===== src/rtl/psm_pkg.sv =====
package psm_pkg;

  typedef enum logic [2:0] {
    ST_IDLE,
    ST_ARM,
    ST_STEP,
    ST_MEAS,
    ST_DONE
  } stateT;

  // strobes from control to datapath
  typedef struct packed {
    logic accept;     // start taken this cycle
    logic stepBegin;  // feedback edge that opens the override period
    logic inStep;     // override period active
    logic inMeas;     // measurement phase
    logic inDone;     // results frozen
  } ctrlStrobeT;

  // status from datapath to control
  typedef struct packed {
    logic crossSat;
    logic settleDone;
  } dpStatusT;

endpackage


===== src/rtl/psm_edge_sync.sv =====
module psm_edge_sync #(
  parameter int STAGES  = 2,
  parameter bit RISING  = 1'b1
) (
  input  logic clk,
  input  logic rstN,
  input  logic sigIn,
  output logic evt
);

  logic syncOut;
  logic prevQ;

  generate
    if (STAGES > 0) begin : g_sync
      logic [STAGES-1:0] ffQ;
      for (genvar i = 0; i < STAGES; i++) begin : g_stage
        always_ff @(posedge clk or negedge rstN) begin
          if (!rstN) ffQ[i] <= 1'b0;
          else if (i == 0) ffQ[i] <= sigIn;
          else ffQ[i] <= ffQ[(i == 0) ? 0 : i-1];
        end
      end
      assign syncOut = ffQ[STAGES-1];
    end else begin : g_direct
      assign syncOut = sigIn;
    end
  endgenerate

  always_ff @(posedge clk or negedge rstN) begin
    if (!rstN) prevQ <= 1'b0;
    else prevQ <= syncOut;
  end

  generate
    if (RISING) begin : g_rise
      assign evt = syncOut & ~prevQ;
    end else begin : g_fall
      assign evt = ~syncOut & prevQ;
    end
  endgenerate

endmodule


===== src/rtl/psm_ctrl.sv =====
module psm_ctrl
  import psm_pkg::*;
#(
  parameter int DIV_W   = 6,
  parameter int MIN_DIV = 8
) (
  input  logic             clk,
  input  logic             rstN,
  input  logic             startReq,
  input  logic [DIV_W-1:0] divisorN,
  input  logic             fbRise,
  input  dpStatusT         status,
  output ctrlStrobeT       strobe
);

  localparam logic [DIV_W-1:0] MIN_DIV_V = DIV_W'(MIN_DIV);

  stateT stateQ, stateD;
  logic  divOk;

  assign divOk = (divisorN >= MIN_DIV_V);

  always_comb begin
    strobe.accept    = startReq && divOk && (stateQ == ST_IDLE || stateQ == ST_DONE);
    strobe.stepBegin = (stateQ == ST_ARM) && fbRise;
    strobe.inStep    = (stateQ == ST_STEP);
    strobe.inMeas    = (stateQ == ST_MEAS);
    strobe.inDone    = (stateQ == ST_DONE);
  end

  always_comb begin
    stateD = stateQ;
    case (stateQ)
      ST_IDLE: if (strobe.accept) stateD = ST_ARM;
      ST_ARM:  if (fbRise) stateD = ST_STEP;
      ST_STEP: if (fbRise) stateD = ST_MEAS;
      ST_MEAS: if (status.settleDone || status.crossSat) stateD = ST_DONE;
      ST_DONE: if (strobe.accept) stateD = ST_ARM;
      default: stateD = ST_IDLE;
    endcase
  end

  always_ff @(posedge clk or negedge rstN) begin
    if (!rstN) stateQ <= ST_IDLE;
    else stateQ <= stateD;
  end

endmodule


===== src/rtl/psm_datapath.sv =====
module psm_datapath
  import psm_pkg::*;
#(
  parameter int DIV_W    = 6,
  parameter int STEP_W   = 2,
  parameter int CNT_W    = 10,
  parameter int SETTLE_W = 4
) (
  input  logic                clk,
  input  logic                rstN,
  input  ctrlStrobeT          strobe,
  input  logic                refEvt,
  input  logic                fbLevel,
  input  logic [DIV_W-1:0]    divCount,
  input  logic [DIV_W-1:0]    divisorN,
  input  logic [STEP_W-1:0]   stepSize,
  input  logic                stepDir,
  input  logic [SETTLE_W-1:0] settleCycles,
  output dpStatusT            status,
  output logic [DIV_W:0]      divOverride,
  output logic [CNT_W-1:0]    crossCount,
  output logic [DIV_W-1:0]    maxOvershoot,
  output logic                overflow
);

  localparam logic [CNT_W-1:0] CNT_MAX = '1;

  logic [CNT_W-1:0]    crossCntQ;
  logic                crossFoundQ;
  logic [1:0]          blankCntQ;
  logic                baseSignQ;
  logic [DIV_W-1:0]    maxQ;
  logic [SETTLE_W-1:0] settleCntQ;
  logic                overflowQ;
  logic                active;
  logic                measEvt;

  assign active  = strobe.inStep | strobe.inMeas;
  assign measEvt = strobe.inMeas & refEvt;

  // one-shot divisor, lengthened or shortened by the step
  assign divOverride = stepDir ? ({1'b0, divisorN} + (DIV_W+1)'(stepSize))
                               : ({1'b0, divisorN} - (DIV_W+1)'(stepSize));

  always_ff @(posedge clk or negedge rstN) begin
    if (!rstN) begin
      crossCntQ   <= '0;
      crossFoundQ <= 1'b0;
      blankCntQ   <= '0;
      baseSignQ   <= 1'b0;
      maxQ        <= '0;
      settleCntQ  <= '0;
    end else if (strobe.stepBegin) begin
      crossCntQ   <= '0;
      crossFoundQ <= 1'b0;
      blankCntQ   <= '0;
      baseSignQ   <= 1'b0;
      maxQ        <= '0;
      settleCntQ  <= '0;
    end else begin
      if (active && !crossFoundQ && crossCntQ != CNT_MAX)
        crossCntQ <= crossCntQ + 1'b1;
      if (measEvt) begin
        if (divCount > maxQ) maxQ <= divCount;
        if (blankCntQ < 2'd2) begin
          blankCntQ <= blankCntQ + 1'b1;
        end else if (blankCntQ == 2'd2) begin
          baseSignQ <= fbLevel;
          blankCntQ <= 2'd3;
        end else if (!crossFoundQ) begin
          if (fbLevel != baseSignQ) crossFoundQ <= 1'b1;
        end else begin
          settleCntQ <= settleCntQ + 1'b1;
        end
      end
    end
  end

  always_ff @(posedge clk or negedge rstN) begin
    if (!rstN) overflowQ <= 1'b0;
    else if (strobe.accept) overflowQ <= 1'b0;
    else if (status.crossSat) overflowQ <= 1'b1;
  end

  assign status.crossSat   = strobe.inMeas && !crossFoundQ && (crossCntQ == CNT_MAX);
  assign status.settleDone = strobe.inMeas && crossFoundQ && (settleCntQ >= settleCycles);

  assign crossCount   = crossCntQ;
  assign maxOvershoot = maxQ;
  assign overflow     = overflowQ;

endmodule


===== src/rtl/pll_step_meter.sv =====
module pll_step_meter
  import psm_pkg::*;
#(
  parameter int DIV_W       = 6,
  parameter int STEP_W      = 2,
  parameter int CNT_W       = 10,
  parameter int SETTLE_W    = 4,
  parameter int MIN_DIV     = 8,
  parameter int SYNC_STAGES = 2
) (
  input  logic                clk,
  input  logic                rstN,
  input  logic                startReq,
  input  logic [DIV_W-1:0]    divisorN,
  input  logic [STEP_W-1:0]   stepSize,
  input  logic                stepDir,
  input  logic [SETTLE_W-1:0] settleCycles,
  input  logic                refIn,
  input  logic                fbLevel,
  input  logic [DIV_W-1:0]    divCount,
  output logic                overrideEn,
  output logic [DIV_W:0]      divOverride,
  output logic [CNT_W-1:0]    crossCount,
  output logic [DIV_W-1:0]    maxOvershoot,
  output logic                done,
  output logic                overflow
);

  ctrlStrobeT strobe;
  dpStatusT   status;
  logic       refEvt;
  logic       fbRise;

  psm_edge_sync #(.STAGES(SYNC_STAGES), .RISING(1'b1)) i_refSync (
    .clk(clk), .rstN(rstN), .sigIn(refIn), .evt(refEvt)
  );

  psm_edge_sync #(.STAGES(0), .RISING(1'b1)) i_fbEdge (
    .clk(clk), .rstN(rstN), .sigIn(fbLevel), .evt(fbRise)
  );

  psm_ctrl #(.DIV_W(DIV_W), .MIN_DIV(MIN_DIV)) i_ctrl (
    .clk(clk), .rstN(rstN), .startReq(startReq), .divisorN(divisorN),
    .fbRise(fbRise), .status(status), .strobe(strobe)
  );

  psm_datapath #(
    .DIV_W(DIV_W), .STEP_W(STEP_W), .CNT_W(CNT_W), .SETTLE_W(SETTLE_W)
  ) i_dp (
    .clk(clk), .rstN(rstN), .strobe(strobe), .refEvt(refEvt),
    .fbLevel(fbLevel), .divCount(divCount), .divisorN(divisorN),
    .stepSize(stepSize), .stepDir(stepDir), .settleCycles(settleCycles),
    .status(status), .divOverride(divOverride), .crossCount(crossCount),
    .maxOvershoot(maxOvershoot), .overflow(overflow)
  );

  assign overrideEn = strobe.inStep;
  assign done       = strobe.inDone;

endmodule


===== config.mk =====
export PLATFORM = sky130hd
export DESIGN_NAME = pll_step_meter
export DESIGN_NICKNAME = d
export VERILOG_FILES = /design/src/rtl/psm_pkg.sv /design/src/rtl/psm_edge_sync.sv /design/src/rtl/psm_ctrl.sv /design/src/rtl/psm_datapath.sv /design/src/rtl/pll_step_meter.sv
export SDC_FILE = /design/constraint.sdc
export NUM_CORES = 1
export LEC_CHECK = 0
export ABC_CLOCK_PERIOD_IN_PS = 5350
export BUFFER_PORTS_ARGS = -buffer_cell sky130_fd_sc_hd__buf_2
export CORE_AREA = 2 2 67 69
export CTS_CLUSTER_SIZE = 10
export DETAILED_ROUTE_END_ITERATION = 7
export DIE_AREA = 0 0 69 71
export GPL_TIMING_DRIVEN = 0
export PLACE_DENSITY = 0.73
export SYNTH_ARGS = -nofsm -noshare
export SYNTH_HDL_FRONTEND = slang
export SYNTH_SLANG_ARGS = --single-unit

===== constraint.sdc =====
create_clock -name clk -period 5.35 [get_ports clk]
set_input_delay 0.535 -clock clk [delete_from_list [all_inputs] [get_ports clk]]
set_output_delay 0.535 -clock clk [all_outputs]
set_load 0.1 [all_outputs]

==> impl_metrics.csv <==
group,metric,value,unit
global_routing,first_pass_grt_wire_length,6430,um
power,power.leakage,1.25,nW
floorplanning,die-width,69,um
drt,firstDrtPassIters,4,
setup_path,critical-path-max-stage-delay,0.44,ns
drt,wire_per_inst,11.4,um
global_routing,antenna_found_initial,0,
clock_tree,cts.sink_count,32,
clock_tree,cts_buffer_depth,2,
floorplanning,fp.coreArea,0.00420,mm2
place,routabilityCongestion,0.791,
synthesis,synth-edff-count,0,
synthesis,post_synth_num_cell_types,43,
power,cellPowerDensity,547,mW/mm2
drt,dr_wl_met2,1770,um
timing,finalHoldViolations,0,
setup_path,timing.critical_path.slowest_stage_cell,"sky130_fd_sc_hd__buf_2",
synthesis,synthMuxAreaShare,3.64,%
flow_run,cap_violations,0,
synthesis,syn-instance-count,207,
synthesis,postSynth.asyncResetShare,100,%
setup_path,crit_chain,"buf_2, inv_1, ha_1, mux2_2, fa_1, a21o_1, a21oi_1, o21bai_1, a21oi_1, xnor2_1, buf_2",
timing,grt_setup_unrepaired,"false",
floorplanning,rows,24,
outcome,run_status,"finished, final reports clean",
clock_tree,postCtsSetupRepairBufs,0,
setup_path,crit_end_element,"output port",
drt,drt.antenna.violating_nets,0,
synthesis,synth_seq_area_share,40.2,%
timing,slew_viol_final,0,
drt,route.top_layer_used,"met4",
clock_tree,h_tree_levels,2,
timing,fmax,291,MHz
synthesis,synthesis.nets,251,
drt,detail_route.drc_violations,0,
place,detailed_place_hpwl,2790,um
clock_tree,clock_tree_from_tritoncts,"yes",
drt,vias,1589,
clock_tree,cts-root-buf,"sky130_fd_sc_hd__clkbuf_8",
final_layout,layout.cell_area.non_filler,0.00239,mm2
place,place_area,0.00230,mm2
setup_path,critical_path.top_delay_family,"adder cells",
place,port_buffers,49,
synthesis,synth_area_per_cell,9.62,um2
clock_tree,worst_setup_hold_path_clk_slew,0.06,ns
clock_tree,cts_inserted_buffers,5,
global_routing,via_count_of_the_first_global_routing_pass,1500,
synthesis,synthAdderAreaFrac,12.9,%
synthesis,simple_gate_share_of_the_synthesized_area,18.2,%
global_routing,grt_use_total,16.1,%
timing,fin_ws,1.91,ns
global_routing,grt_max_degree,33,
timing,final.min_clock_period,3.44,ns
floorplanning,overall_die_area,0.00490,mm2
timing,final.period_utilization,64.3,%
place,dp_slack,1.90,ns
setup_path,crit_arrival,2.91,ns
final_layout,num-fill-cells,397,
floorplanning,initial_utilization,47.4,%
final_layout,layout.nets,307,
timing,maxSlewHeadroom,41.1,%
drt,wirelength_met1,1680,um
synthesis,synthesized_area_fraction_occupied_by_ao_oa_aoi_and_oai_cells,12.2,%
timing,setup-violations-final,0,
setup_path,worstPathBufferInverterCount,3,
synthesis,synth_area,0.00199,mm2
drt,finalWirelength,3610,um
setup_path,worst-path-max-fanout,2,
synthesis,post_synthesis_sequential_element_count,32,
floorplanning,ioPinCount,50,
synthesis,ys_warn_count,0,
synthesis,ys_dominant_reg_cell,"sky130_fd_sc_hd__dfrtp_1",
setup_path,critical_path_rt,4.82,ns
final_layout,num_antenna_cells,0,
final_layout,syn_to_final_growth,20.1,%
drt,routed-wl-met3,122,um
worst_hold_path,hp-class,"in -> async",
timing,final_sum_of_negative_setup_slack,0,ns
global_routing,grt-ovfl-total,0,
clock_tree,hold_buffers,0,
floorplanning,fp.dieH,71,um
synthesis,dominant_combinational_cell_family_by_area_after_synthesis,"simple AND/OR/NAND/NOR gates",
synthesis,synth_xor_area_share,7.04,%
clock_tree,worst_skew_pair.late_latency,0.28,ns
timing,clock_skew,0.00541,ns
power,report.power.total,1.31,mW
power,max-vdd-ir-drop,0.547,mV
clock_tree,post_cts_resized,0,
timing,tightestPinTransition,0.876,ns
setup_path,setup.worst_path.start_class,"input port",
drt,viasPerCell,5.03,
final_layout,post_route_cells_drive_above_1_share,24.6,%
timing,whs,0.304,ns
drt,dr.first_iter.drc_count,40,
setup_path,setup.worst_path.class,"in -> out",
[sequential cells by signal, indices dropped and copies added, names as in the netlist]
name	cells
i_refSync.g_sync.ffQ	1
i_dp.settleCntQ	4
i_ctrl.stateQ	3
i_dp.overflow	1
i_refSync.syncOut	1
i_dp.crossCount	10
i_dp.crossFoundQ	1
i_fbEdge.prevQ	1
i_dp.maxOvershoot	6
i_refSync.prevQ	1
i_dp.blankCntQ	2
i_dp.baseSignQ	1
[synthesized netlist by cell type, drive strengths merged (6+ instances only)]
library cell	count	area share, %
nor3	7	1.8
nand2	11	2.1
dfrtp	32	40
nor2	26	4.9
inv	19	3.6
nand3	6	1.5
a21oi	12	3.0
xnor2	7	3.1
ha	19	12
xor2	9	4.0
[final timing paths]
path | cells past startpoint | slack (ns) | start | end
min | 1 | 0.30 | rstN | i_dp.maxOvershoot[1]
max in group asynchronous | 1 | 4.59 | rstN | i_dp.blankCntQ[0]
max | 11 | 1.91 | stepSize[0] | divOverride[6]
min in group clk | 0 | 0.34 | i_refSync.g_sync.ffQ[0] | i_refSync.syncOut
min reg2reg | 0 | 0.34 | i_refSync.g_sync.ffQ[0] | i_refSync.syncOut
max reg2reg | 5 | 3.29 | i_ctrl.stateQ[2] | i_ctrl.stateQ[1]
[cell usage in the layout, fill, tap and decap left out, types with 2 or more instances in the layout]
| cell type | count |
|---|---|
| sky130_fd_sc_hd__nand3_1 | 6 |
| sky130_fd_sc_hd__mux2_2 | 2 |
| sky130_fd_sc_hd__xor2_1 | 9 |
| sky130_fd_sc_hd__nand2_1 | 11 |
| sky130_fd_sc_hd__and4_1 | 2 |
| sky130_fd_sc_hd__o21bai_1 | 2 |
| sky130_fd_sc_hd__nand4_1 | 5 |
| sky130_fd_sc_hd__mux2i_1 | 5 |
| sky130_fd_sc_hd__inv_1 | 19 |
| sky130_fd_sc_hd__buf_2 | 49 |
| sky130_fd_sc_hd__o31ai_1 | 5 |
| sky130_fd_sc_hd__buf_4 | 2 |
| sky130_fd_sc_hd__a21o_1 | 3 |
| sky130_fd_sc_hd__xnor2_1 | 7 |
| sky130_fd_sc_hd__nand2b_1 | 4 |
| sky130_fd_sc_hd__ha_1 | 19 |
| sky130_fd_sc_hd__nor2_1 | 26 |
| sky130_fd_sc_hd__clkbuf_1 | 5 |
| sky130_fd_sc_hd__dfrtp_1 | 32 |
| sky130_fd_sc_hd__clkbuf_8 | 6 |
| sky130_fd_sc_hd__a21oi_1 | 12 |
| sky130_fd_sc_hd__nor3_1 | 7 |
| sky130_fd_sc_hd__o21ai_0 | 3 |
| sky130_fd_sc_hd__o21a_1 | 2 |
[routing by layer]
metal / global-route usage (%) / up-vias
li1: - / 826
met1: 21.5 / 737
met2: 26.4 / 22
met3: 3.70 / 4
met4: 4.58 / 0
met5: 0 / -
[report_power, final]
group | internal, mW | switching (mW) | leakage [nW] | total [mW]
combinational | 0.183 | 0.570 | 0.786 | 0.753
sequential | 0.309 | 0.0614 | 0.415 | 0.371
clock | 0.105 | 0.0809 | 0.0455 | 0.186
[cells by family (layout without fill, tap and decap cells)]
logic type / after synthesis / after routing
adder cells (fa/ha/maj): 20 / 20
XOR/XNOR: 16 / 16
multiplexers: 7 / 7
buffers and inverters: 26 / 83
AND/OR/NAND/NOR: 72 / 72
AO/OA/AOI/OAI: 34 / 34
flip-flops: 32 / 32
[worst reg2reg max path, delay by kind of cell (launching register included)]
kind	cells	cell delay [ns]
and+or+nand+nor	3	0.94
AOI/OAI and AO/OA	1	0.14
DFF	1	0.44
buffers and inverters	1	0.47
[metrics by stage]
stage / utilization, % / cells
detailed placement: 54.8 / 308
finish: 56.9 / 316
CTS: 56.9 / 316
global placement: 54.8 / 308
global route: 56.9 / 316
floorplan: - / 207
[cell type report]
| type | count | area [um2] | share of cell area (%) |
|---|---|---|---|
| sequential | 32 | 801 | 33.5 |
| tap | 52 | 65.1 | 2.72 |
| inverter | 19 | 71.3 | 2.98 |
| buffer | 7 | 42.5 | 1.78 |
| timing repair buffer | 49 | 245 | 10.3 |
| multi-input combinational | 149 | 1080 | 45.0 |
| clock buffer | 8 | 90.1 | 3.77 |
Power figures use the tool's default switching activity.
